File: src/rtl/pwrdn_pkg.sv
package pwrdn_pkg;

   typedef enum logic [2:0] {
      PM_RUN        = 3'd0,
      PM_LIGHT      = 3'd1,
      PM_DEEP       = 3'd2,
      PM_SETTLE     = 3'd3,
      PM_RESET_WAIT = 3'd4,
      PM_HW_HOLD    = 3'd5
   } pm_mode_e;

   localparam int PM_MODE_W = 3;

endpackage

File: src/rtl/pwrdn_wake_detect.sv
module pwrdn_wake_detect #(
   parameter int IRQ_N = 16
) (
   input  logic             clk_ref,
   input  logic             por_n,
   input  logic [IRQ_N-1:0] irq_lines,
   input  logic [IRQ_N-1:0] irq_en,
   input  logic             irq_masked,
   input  logic             nmi_pin,
   input  logic             nmi_rise_sel,
   input  logic             resume_wake,
   output logic             wake_any
);

   logic [IRQ_N-1:0] line_ok;
   logic             irq_hit;
   logic             nmi_q;
   logic             nmi_hit;

   // per-line qualification by its own enable
   for (genvar g = 0; g < IRQ_N; g++) begin : g_line
      assign line_ok[g] = irq_lines[g] & irq_en[g];
   end

   assign irq_hit = (|line_ok) & ~irq_masked;

   always_ff @(posedge clk_ref or negedge por_n) begin
      if (!por_n) nmi_q <= 1'b0;
      else        nmi_q <= nmi_pin;
   end

   always_comb begin
      if (nmi_rise_sel) nmi_hit = nmi_pin & ~nmi_q;
      else              nmi_hit = ~nmi_pin & nmi_q;
   end

   assign wake_any = irq_hit | nmi_hit | resume_wake;

   // masking suppresses all interrupt-line wakes
   a_r4_mask_blocks: assert property (@(posedge clk_ref) disable iff (!por_n)
      (irq_masked && !resume_wake && (nmi_pin == nmi_q)) |-> !wake_any);

endmodule

File: src/rtl/pwrdn_settle_timer.sv
module pwrdn_settle_timer #(
   parameter int CODE_W    = 3,
   parameter int BASE_LOG2 = 8
) (
   input  logic              clk_ref,
   input  logic              por_n,
   input  logic              load,
   input  logic [CODE_W-1:0] code,
   input  logic              active,
   output logic              expire
);

   localparam int NCODES = 2 ** CODE_W;
   localparam int CNT_W  = BASE_LOG2 + NCODES;

   logic [CNT_W-1:0] len_tbl [NCODES];
   logic [CNT_W-1:0] cnt_q;

   // one load value per settling code: 2^(BASE_LOG2+code)
   for (genvar g = 0; g < NCODES; g++) begin : g_len
      assign len_tbl[g] = {{(CNT_W-1){1'b0}}, 1'b1} << (BASE_LOG2 + g);
   end

   always_ff @(posedge clk_ref or negedge por_n) begin
      if (!por_n)                          cnt_q <= '0;
      else if (load)                       cnt_q <= len_tbl[code];
      else if (active && cnt_q != '0)      cnt_q <= cnt_q - 1'b1;
   end

   assign expire = active && (cnt_q == {{(CNT_W-1){1'b0}}, 1'b1});

   // a freshly loaded count never expires on the following cycle
   a_r5_no_instant_expire: assert property (@(posedge clk_ref) disable iff (!por_n)
      load |=> !expire);

   // while settling the counter holds a live value
   a_r5_count_live: assert property (@(posedge clk_ref) disable iff (!por_n)
      (active && !$past(load)) |-> (cnt_q != '0));

endmodule

File: src/rtl/pwrdn_mode_fsm.sv
module pwrdn_mode_fsm
   import pwrdn_pkg::*;
(
   input  logic     clk_ref,
   input  logic     por_n,
   input  logic     sleep_req,
   input  logic     standby_en,
   input  logic     wdog_clk_sel,
   input  logic     wake_any,
   input  logic     settle_done,
   input  logic     ext_rst_n,
   input  logic     hw_stdby_n,
   output pm_mode_e mode,
   output logic     settle_load,
   output logic     settle_active,
   output logic     irq_exc_req,
   output logic     rst_exc_req
);

   pm_mode_e mode_q, mode_d;
   logic     irq_req_q, rst_req_q;

   always_comb begin
      mode_d      = mode_q;
      settle_load = 1'b0;
      if (!hw_stdby_n) begin
         mode_d = PM_HW_HOLD;
      end else if (mode_q == PM_HW_HOLD) begin
         if (!ext_rst_n) mode_d = PM_RESET_WAIT;
      end else if (!ext_rst_n) begin
         mode_d = PM_RESET_WAIT;
      end else begin
         case (mode_q)
            PM_RUN: begin
               if (sleep_req) begin
                  if (standby_en && !wdog_clk_sel) mode_d = PM_DEEP;
                  else                             mode_d = PM_LIGHT;
               end
            end
            PM_LIGHT: begin
               if (wake_any) mode_d = PM_RUN;
            end
            PM_DEEP: begin
               if (wake_any) begin
                  mode_d      = PM_SETTLE;
                  settle_load = 1'b1;
               end
            end
            PM_SETTLE: begin
               if (settle_done) mode_d = PM_RUN;
            end
            PM_RESET_WAIT: begin
               mode_d = PM_RUN;
            end
            default: mode_d = PM_RUN;
         endcase
      end
   end

   always_ff @(posedge clk_ref or negedge por_n) begin
      if (!por_n) begin
         mode_q    <= PM_RUN;
         irq_req_q <= 1'b0;
         rst_req_q <= 1'b0;
      end else begin
         mode_q    <= mode_d;
         irq_req_q <= (mode_q == PM_LIGHT || mode_q == PM_SETTLE) && (mode_d == PM_RUN);
         rst_req_q <= (mode_q == PM_RESET_WAIT) && (mode_d == PM_RUN);
      end
   end

   assign mode          = mode_q;
   assign settle_active = (mode_q == PM_SETTLE);
   assign irq_exc_req   = irq_req_q;
   assign rst_exc_req   = rst_req_q;

   // qualified sleep request enters deep stop
   a_r1_enter_deep: assert property (@(posedge clk_ref) disable iff (!por_n)
      (mode_q == PM_RUN && sleep_req && standby_en && !wdog_clk_sel && hw_stdby_n && ext_rst_n)
      |=> (mode_q == PM_DEEP));

   // deep stop is only ever entered from RUN through a qualified request
   a_r1_only_path: assert property (@(posedge clk_ref) disable iff (!por_n)
      (mode_q == PM_DEEP && $past(mode_q) != PM_DEEP)
      |-> $past(mode_q == PM_RUN && sleep_req && standby_en && !wdog_clk_sel));

   // without a wake the block stays in deep stop
   a_r4_hold_deep: assert property (@(posedge clk_ref) disable iff (!por_n)
      (mode_q == PM_DEEP && !wake_any && hw_stdby_n && ext_rst_n) |=> (mode_q == PM_DEEP));

   // settling is left only on expiry or a pin override
   a_r5_hold_settle: assert property (@(posedge clk_ref) disable iff (!por_n)
      (mode_q == PM_SETTLE && !settle_done && hw_stdby_n && ext_rst_n) |=> (mode_q == PM_SETTLE));

   // reset pin forces the clocked reset-wait mode
   a_r8_reset_wait: assert property (@(posedge clk_ref) disable iff (!por_n)
      (!ext_rst_n && hw_stdby_n) |=> (mode_q == PM_RESET_WAIT));

   // hardware-standby pin wins over everything
   a_r9_hw_priority: assert property (@(posedge clk_ref) disable iff (!por_n)
      !hw_stdby_n |=> (mode_q == PM_HW_HOLD));

   // only pin high with reset low leaves HW_HOLD
   a_r10_hw_exit: assert property (@(posedge clk_ref) disable iff (!por_n)
      (mode_q == PM_HW_HOLD && !(hw_stdby_n && !ext_rst_n)) |=> (mode_q == PM_HW_HOLD));

   // the two exception requests never coincide and only appear in RUN
   a_r8_req_exclusive: assert property (@(posedge clk_ref) disable iff (!por_n)
      $onehot0({irq_req_q, rst_req_q}));

   a_r5_req_in_run: assert property (@(posedge clk_ref) disable iff (!por_n)
      (irq_req_q || rst_req_q) |-> (mode_q == PM_RUN));

endmodule

File: src/rtl/pwrdn_seq.sv
module pwrdn_seq
   import pwrdn_pkg::*;
#(
   parameter int IRQ_N     = 16,
   parameter int CODE_W    = 3,
   parameter int BASE_LOG2 = 8
) (
   input  logic              clk_ref,
   input  logic              por_n,
   input  logic              sleep_req,
   input  logic              standby_en,
   input  logic              wdog_clk_sel,
   input  logic [CODE_W-1:0] settle_sel,
   input  logic [IRQ_N-1:0]  irq_lines,
   input  logic [IRQ_N-1:0]  irq_en,
   input  logic              irq_masked,
   input  logic              nmi_pin,
   input  logic              nmi_rise_sel,
   input  logic              resume_wake,
   input  logic              ext_rst_n,
   input  logic              hw_stdby_n,
   output logic              osc_en,
   output logic              cpu_clk_en,
   output logic              periph_clk_en,
   output logic              irq_exc_req,
   output logic              rst_exc_req,
   output logic [PM_MODE_W-1:0] mode_o
);

   initial begin
      assert (IRQ_N >= 1 && IRQ_N <= 64) else $error("IRQ_N out of range");
      assert (CODE_W >= 1 && CODE_W <= 4) else $error("CODE_W out of range");
      assert (BASE_LOG2 >= 1 && BASE_LOG2 <= 16) else $error("BASE_LOG2 out of range");
   end

   logic     wake_any;
   logic     settle_load, settle_active, settle_done;
   pm_mode_e mode;

   pwrdn_wake_detect #(.IRQ_N(IRQ_N)) u_wake (
      .clk_ref      (clk_ref),
      .por_n        (por_n),
      .irq_lines    (irq_lines),
      .irq_en       (irq_en),
      .irq_masked   (irq_masked),
      .nmi_pin      (nmi_pin),
      .nmi_rise_sel (nmi_rise_sel),
      .resume_wake  (resume_wake),
      .wake_any     (wake_any)
   );

   pwrdn_settle_timer #(.CODE_W(CODE_W), .BASE_LOG2(BASE_LOG2)) u_timer (
      .clk_ref (clk_ref),
      .por_n   (por_n),
      .load    (settle_load),
      .code    (settle_sel),
      .active  (settle_active),
      .expire  (settle_done)
   );

   pwrdn_mode_fsm u_fsm (
      .clk_ref       (clk_ref),
      .por_n         (por_n),
      .sleep_req     (sleep_req),
      .standby_en    (standby_en),
      .wdog_clk_sel  (wdog_clk_sel),
      .wake_any      (wake_any),
      .settle_done   (settle_done),
      .ext_rst_n     (ext_rst_n),
      .hw_stdby_n    (hw_stdby_n),
      .mode          (mode),
      .settle_load   (settle_load),
      .settle_active (settle_active),
      .irq_exc_req   (irq_exc_req),
      .rst_exc_req   (rst_exc_req)
   );

   always_comb begin
      osc_en        = 1'b0;
      cpu_clk_en    = 1'b0;
      periph_clk_en = 1'b0;
      case (mode)
         PM_RUN, PM_RESET_WAIT: begin
            osc_en = 1'b1; cpu_clk_en = 1'b1; periph_clk_en = 1'b1;
         end
         PM_LIGHT: begin
            osc_en = 1'b1; periph_clk_en = 1'b1;
         end
         PM_SETTLE: osc_en = 1'b1;
         default: ;
      endcase
   end

   assign mode_o = mode;

   // the reset exception is raised with the CPU clock already running
   a_r8_clock_before_reset_exc: assert property (@(posedge clk_ref) disable iff (!por_n)
      $rose(rst_exc_req) |-> ($past(cpu_clk_en) && cpu_clk_en));

   // the CPU clock never runs in the cycle right after deep stop
   a_r2_no_clock_out_of_deep: assert property (@(posedge clk_ref) disable iff (!por_n)
      ($past(mode_o) == 3'd2 && ext_rst_n && $past(ext_rst_n)) |-> !cpu_clk_en);

endmodule

File: config.mk
export PLATFORM = sky130hd
export DESIGN_NAME = pwrdn_seq
export DESIGN_NICKNAME = d
export VERILOG_FILES = /design/src/rtl/pwrdn_pkg.sv /design/src/rtl/pwrdn_wake_detect.sv /design/src/rtl/pwrdn_settle_timer.sv /design/src/rtl/pwrdn_mode_fsm.sv /design/src/rtl/pwrdn_seq.sv
export SDC_FILE = /design/constraint.sdc
export NUM_CORES = 1
export LEC_CHECK = 0
export ABC_AREA = 0
export BUFFER_PORTS_ARGS = -buffer_cell sky130_fd_sc_hd__buf_2
export CORE_UTILIZATION = 45
export DETAILED_ROUTE_END_ITERATION = 7
export GPL_TIMING_DRIVEN = 0
export PLACE_DENSITY = 0.76
export SLEW_MARGIN = 20
export SYNTH_ARGS = -nofsm -noshare
export SYNTH_HDL_FRONTEND = slang
export SYNTH_HIERARCHICAL = 1
export SYNTH_SLANG_ARGS = --single-unit
File: constraint.sdc
create_clock -name clk_ref -period 2.3 [get_ports clk_ref]
set_clock_uncertainty 0.2 [all_clocks]
set_input_delay 0.46 -clock clk_ref [delete_from_list [all_inputs] [get_ports clk_ref]]
set_output_delay 0.46 -clock clk_ref [all_outputs]
set_load 0.005 [all_outputs]
Word level (Yosys, flattened, before mapping)
Memories as Yosys holds them, arrays and structs flattened. Index checks and enable logic that the tools add are counted.

Bits in registers: 22. Bits in read-only memories: 128. Input bits: 46. Output and inout bits: 8. Memories: 1.

Memories: (name not given) (words 8, bits a word 16, read ports 1, clocked after memory_dff 0, wr ports 0, RTL line pwrdn_settle_timer.sv:26) `else if (load) cnt_q <= len_tbl[code];`.

Add/sub/neg operators: 1. Magnitude comparators: 1. Equal/unequal tests: 6. Muxes and demuxes: 23. Bitwise logic cells: 25. Reduce and logical (&&, ||, !) cells: 15.

Operator list (number): 16-bit 2-to-1 mux (4); 3-bit 2-to-1 mux (8); 1-bit bitwise AND (19); 16-bit by 1-bit == test with 1-bit output (second input constant) (1); 16-bit nonzero test (1); 16-bit OR reduction (1); 16-bit by 1-bit subtractor with 16-bit output (second input constant) (1); 3-bit one-hot mux with 4 select lines (1); 1-bit 2-to-1 mux (9); 3-bit by 2-bit == test with 1-bit output (second input constant) (2); 3-bit == test (second input constant) (2); 3-bit logical NOT (2); 1-bit logical AND (5); 4-bit greater-or-equal comparator (second input constant) (1); 3-bit inverter with 4-bit output (1); 4-bit OR reduction (1); 3-bit by 1-bit == test with 1-bit output (second input constant) (1); 1-bit inverter (3); 3-bit OR reduction (1); 2-bit 2-to-1 mux (1); 1-bit OR (2); 2-bit nonzero test (1); 2-bit OR reduction (1); 1-bit logical NOT (1); 1-bit logical OR (1).

Longest topological paths before layout
Depth after elaboration: 12. Depth in mapped cells: 10.

Modules after synthesis
The synthesis kept the hierarchy.

By module, submodules not included: pwrdn_settle_timer (times used 1, cells an instance 120, area an instance 1084.8 µm², sequential area each 400.4 µm²); pwrdn_mode_fsm (times used 1, cells an instance 26, area an instance 274.0 µm², sequential area each 125.1 µm²); pwrdn_wake_detect (times used 1, cells an instance 15, area an instance 152.6 µm², sequential area each 25.0 µm²); pwrdn_seq (times used 1, cells an instance 3, area an instance 18.8 µm², sequential area each 0.0 µm²).

Worst setup path before layout
No wires, ideal clock.

Path kind: input to register. Start: in irq_lines[6]. End: reg u_timer.cnt_q[15]. Setup time: 99 ps. Data arrival time: 2257 ps. Data required time: 2001 ps. Path slack: -256 ps. Stages: 10. Buffers on the path: 0. Cells stage by stage: a22o_1 -> a221oi_2 -> and4_1 -> o21ai_1 -> nor2b_1 -> and4b_1 -> clkinv_1 -> nand4_1 -> o311a_1 -> a311oi_1.

Word-level cells in the longest chain between the ends: 11. Elaborated cells on any way between the ends: 12. Classes of those cells: 6 x mux; 4 x bitwise; 2 x reduce/logical.

Ends and longest elaborated chain: start, declared (RTL line pwrdn_seq.sv:14) `input logic [IRQ_N-1:0] irq_lines,`; 1-bit bitwise AND (*) (RTL line pwrdn_wake_detect.sv:22) `assign line_ok[g] = irq_lines[g] & irq_en[g];`; 16-bit OR reduction (*) (RTL line pwrdn_wake_detect.sv:25) `assign irq_hit = (|line_ok) & ~irq_masked;`; 1-bit bitwise AND (*) (RTL line pwrdn_wake_detect.sv:25); 1-bit OR (*) (2 in a row) (RTL line pwrdn_wake_detect.sv:37) `assign wake_any = irq_hit | nmi_hit | resume_wake;`; named net wake_any (RTL line pwrdn_seq.sv:36) `logic wake_any;`; 1-bit 2-to-1 mux (*) (RTL line pwrdn_mode_fsm.sv:44) `if (wake_any) begin`; 1-bit 2-to-1 mux (*) (RTL line pwrdn_mode_fsm.sv:33) `case (mode_q)`; 1-bit 2-to-1 mux (*) (RTL line pwrdn_mode_fsm.sv:30) `end else if (!ext_rst_n) begin`; 1-bit 2-to-1 mux (*) (RTL line pwrdn_mode_fsm.sv:28) `end else if (mode_q == PM_HW_HOLD) begin`; 1-bit 2-to-1 mux (*) (RTL line pwrdn_mode_fsm.sv:26) `if (!hw_stdby_n) begin`; named net settle_load (RTL line pwrdn_seq.sv:37) `logic settle_load, settle_active, settle_done;`; 16-bit 2-to-1 mux or 2-bit nonzero test (tied branches); end signal, assigned (RTL line pwrdn_settle_timer.sv:26); end signal, assigned (RTL line pwrdn_settle_timer.sv:27) `else if (active && cnt_q != '0) cnt_q <= cnt_q - 1'b1;`; end, declared (RTL line pwrdn_settle_timer.sv:17) `logic [CNT_W-1:0] cnt_q;`.

Mark *: on every way through the listed nets, which the timed path passes. The rest lies on a longest branch. A chain may end at the register's enable or synchronous reset.

Worst setup path after layout
Start: reg u_fsm.mode_q[2], in the netlist u_fsm/mode[2]. End: reg u_timer.cnt_q[14].

Elaborated cells on any way between the ends: 10. Classes of those cells: 3 x eq/ne; 5 x mux; 2 x reduce/logical.

RTL lines: start, declared (RTL line pwrdn_mode_fsm.sv:20) `pm_mode_e mode_q, mode_d;`; start signal, assigned (RTL line pwrdn_mode_fsm.sv:66) `mode_q <= mode_d;`; 3-bit by 2-bit == test with 1-bit output (RTL line pwrdn_mode_fsm.sv:73) `assign settle_active = (mode_q == PM_SETTLE);`; named net settle_active (RTL line pwrdn_seq.sv:37); 1-bit logical AND (RTL line pwrdn_settle_timer.sv:27); 2-bit nonzero test (no line).

The timed path passes the listed nets, and every way through them passes these cells.

==> impl_metrics.tcl <==
set metrics [dict create \
    r2r_start "u_fsm/mode[2]" \
    slew_viol_final 0 \
    post_synth_num_cell_types 53 \
    grt-busiest-layer "met2" \
    post-place-ws_ns -0.470 \
    rsz0062_at_grt "true" \
    crit_family "simple AND/OR/NAND/NOR gates" \
    grt.overflow.total 0 \
    nets 296 \
    ctsRootBufferMaster "clkbuf_4" \
    setup_violations 2 \
    critPathBufInv 1 \
    h-tree-depth 1 \
    drc_errors 0 \
    antenna_found_initial 0 \
    fin_crit_ns 2.34 \
    violations "setup timing" \
    die_area_mm2 0.00364 \
    numPortBuffers 53 \
    crit_start "u_fsm/mode[2]" \
    worstPathCellList "inv_4 -> and3_4 -> nand4bb_4 -> or4_4 -> or4b_1 -> a31oi_1" \
    path_class "reg2reg" \
    grtUsageTotal 0.265 \
    cts_tree "yes" \
    clock_path_buffers 2 \
    dr.pass1.iters 4 \
    peakVddDrop_mv 0.225 \
    clk_latency_ns 0.31 \
    slowest_delay_ns 0.56 \
    vias 1789 \
    n_antenna_cell 0 \
    fmax_mhz 427 \
    die_w_um 60.3 \
    area_delta_synth_final_pct 48.3 \
    worst-path-max-fanout 4 \
    start_util 0.489 \
    total_power_mw 0.828 \
    synth-main-ff-cell "dfrtp_1" \
    routedWlPerCell_um 16.4 \
    grt_max_degree 23 \
    synth_edf_count 0 \
    use_met3 0.0238 \
    synth_nets 212 \
    ys_top_cells_by_area "dfrtp_1 (36%), a221oi_2 (3.9%), nor2_1 (3.7%)" \
    relSlewSlack 0.602 \
    drive_above_1_share 0.526 \
    cp.arrival_ns 2.39 \
    fin_crit_sh 1.02 \
    finalWorstSetupSlack_ns -0.0402 \
    place_congestion 0.866 \
    cpMaxStageDelayCell "or4_4" \
    ys_ff_latch 22 \
    synth_top_area_share 0.360 \
    hold_viol_final 0 \
    syn_area_mm2 0.00153 \
    use_met2 0.488 \
    crit_cells 6 \
    critical_path_required_ns 2.35 \
    status "finished with violations" \
    dp_hpwl_mm 2.88 \
    grt_first_pass_wirelength_mm 7.16 \
    wl_mm 4.78 \
    drt-vias-per-instance 6.15 \
    yosysTopAreaCell "dfrtp_1" \
    hold_class "in2reg" \
    startpoint_type "flop" \
    worstReg2RegEnd "u_timer/cnt_q[14]" \
    mostFrequentLayoutCell "buf_2" \
    clock_sinks 22 \
    endpoint "u_timer/cnt_q[14]" \
    die-height_um 60.3 \
    async_flop_share 1.00 \
    rr_worst_depth 6 \
    end_kind "flop" \
    avgSynthCellArea_um2 9.33 \
    ys_seq_area_frac 0.360 \
    tightest_slew_ns 0.590 \
    clkTransAtPathRegs_ns 0.13 \
    mostFrequentLayoutCells "buf_2 (50), buf_4 (25), dfrtp_1 (17)" \
    maxCapViolCount 0 \
    drtAntennaViolNets 0 \
    grt_pass1_vias 1622 \
    powerDensity_mw_per_mm2 365 \
    r2r_slack_ns -0.04 \
    drt_iter0_drc 162 \
    ys_warn_count 6 \
    io_pins 54 \
    cts_buffers 3 \
    p_leak_nw 0.995 \
    postSynthCellCount 164 \
    fp.coreArea_mm2 0.00313 \
    num_rows 20 \
    met1_usage 0.327 \
]
per-stage QoR:
stage                util  TNS (ns)  hold slack, ns  instance area, um2  instances
global route        0.726    -0.400          0.0596                2270        291
finish              0.726   -0.0746          0.0705                2270        291
global placement    0.597     -5.36           0.260                1870        261
CTS                 0.693   -0.0159          0.0653                2170        284
floorplan               -    -0.348         -0.0356                1550        164
detailed placement  0.597     -5.53           0.265                1870        261
final cells by class:
| cell class | count | area [um2] |
|---|---|---|
| Clock inverter | 1 | 30.0 |
| Timing Repair Buffer | 79 | 485 |
| Sequential cell | 22 | 557 |
| Inverter | 8 | 37.5 |
| Clock buffer | 3 | 22.5 |
| Fill cell | 230 | 858 |
| Tap cell | 44 | 55.1 |
| Multi-Input combinational cell | 131 | 1060 |
| Buffer | 3 | 23.8 |
worst min path at each step:
stage	from	end	slack, ns	depth (start not counted)
after floorplan	por_n	u_fsm/irq_exc_req	-0.04	0
after global placement	por_n	u_timer/cnt_q[14]	0.26	1
after detailed placement	por_n	u_timer/cnt_q[14]	0.26	1
after CTS	nmi_pin	u_wake/nmi_q	0.07	1
after global routing	nmi_pin	u_wake/nmi_q	0.06	1
final	nmi_pin	u_wake/nmi_q	0.07	1
registers in the layout, summed over array words and instances (netlist names):
name,count
u_fsm/irq_exc_req,1
u_fsm/rst_exc_req,1
u_wake/nmi_q,1
u_fsm/mode,3
u_timer/cnt_q,16
power breakdown:
part / switching, mW / total (mW) / internal (mW) / leakage (nW)
registers: 0.00351 / 0.395 / 0.392 / 0.245
logic: 0.0592 / 0.128 / 0.0685 / 0.722
clock network: 0.128 / 0.304 / 0.176 / 0.0279
total: 0.191 / 0.828 / 0.637 / 0.995
layer usage:
layer,routed length [um],up-vias
li1,-,819
met1,1710,860
met2,2580,96
met3,384,14
met4,106,0
met5,0,-
cells in the mapped netlist, types with 3 or more instances:
library cell and count:
a211oi_1 3, a21oi_1 6, a221oi_2 4, a22o_1 4
a31oi_1 5, dfrtp_1 22, inv_1 7, mux2_2 4
mux2i_1 3, nand2_1 13, nand4_1 3, nor2_1 15
nor2b_1 7, nor3_1 3, nor4_1 7, o21ai_0 6
o311a_1 3, o31a_1 4, or3_2 3
repair_timing:
| action | CTS | global route |
|---|---|---|
| pin swaps | 8 | 11 |
| gates resized for setup | 24 | 15 |
| hold endpoints to repair | 22 | 0 |
| hold buffers | 1 | 0 |
| endpoints found under the setup margin | 17 | 13 |
| buffers inserted | 18 | 7 |
logic make-up after synthesis:
| logic type | after synthesis | synth area share |
|---|---|---|
| and+or+nand+nor | 72 | 0.283 |
| buffers and inverters | 11 | 0.0319 |
| muxes | 7 | 0.0491 |
| adders and majority gates | 2 | 0.0164 |
| AOI/OAI and AO/OA | 50 | 0.260 |
| DFF | 22 | 0.360 |
Note: power is estimated with default switching activity, not from simulation.
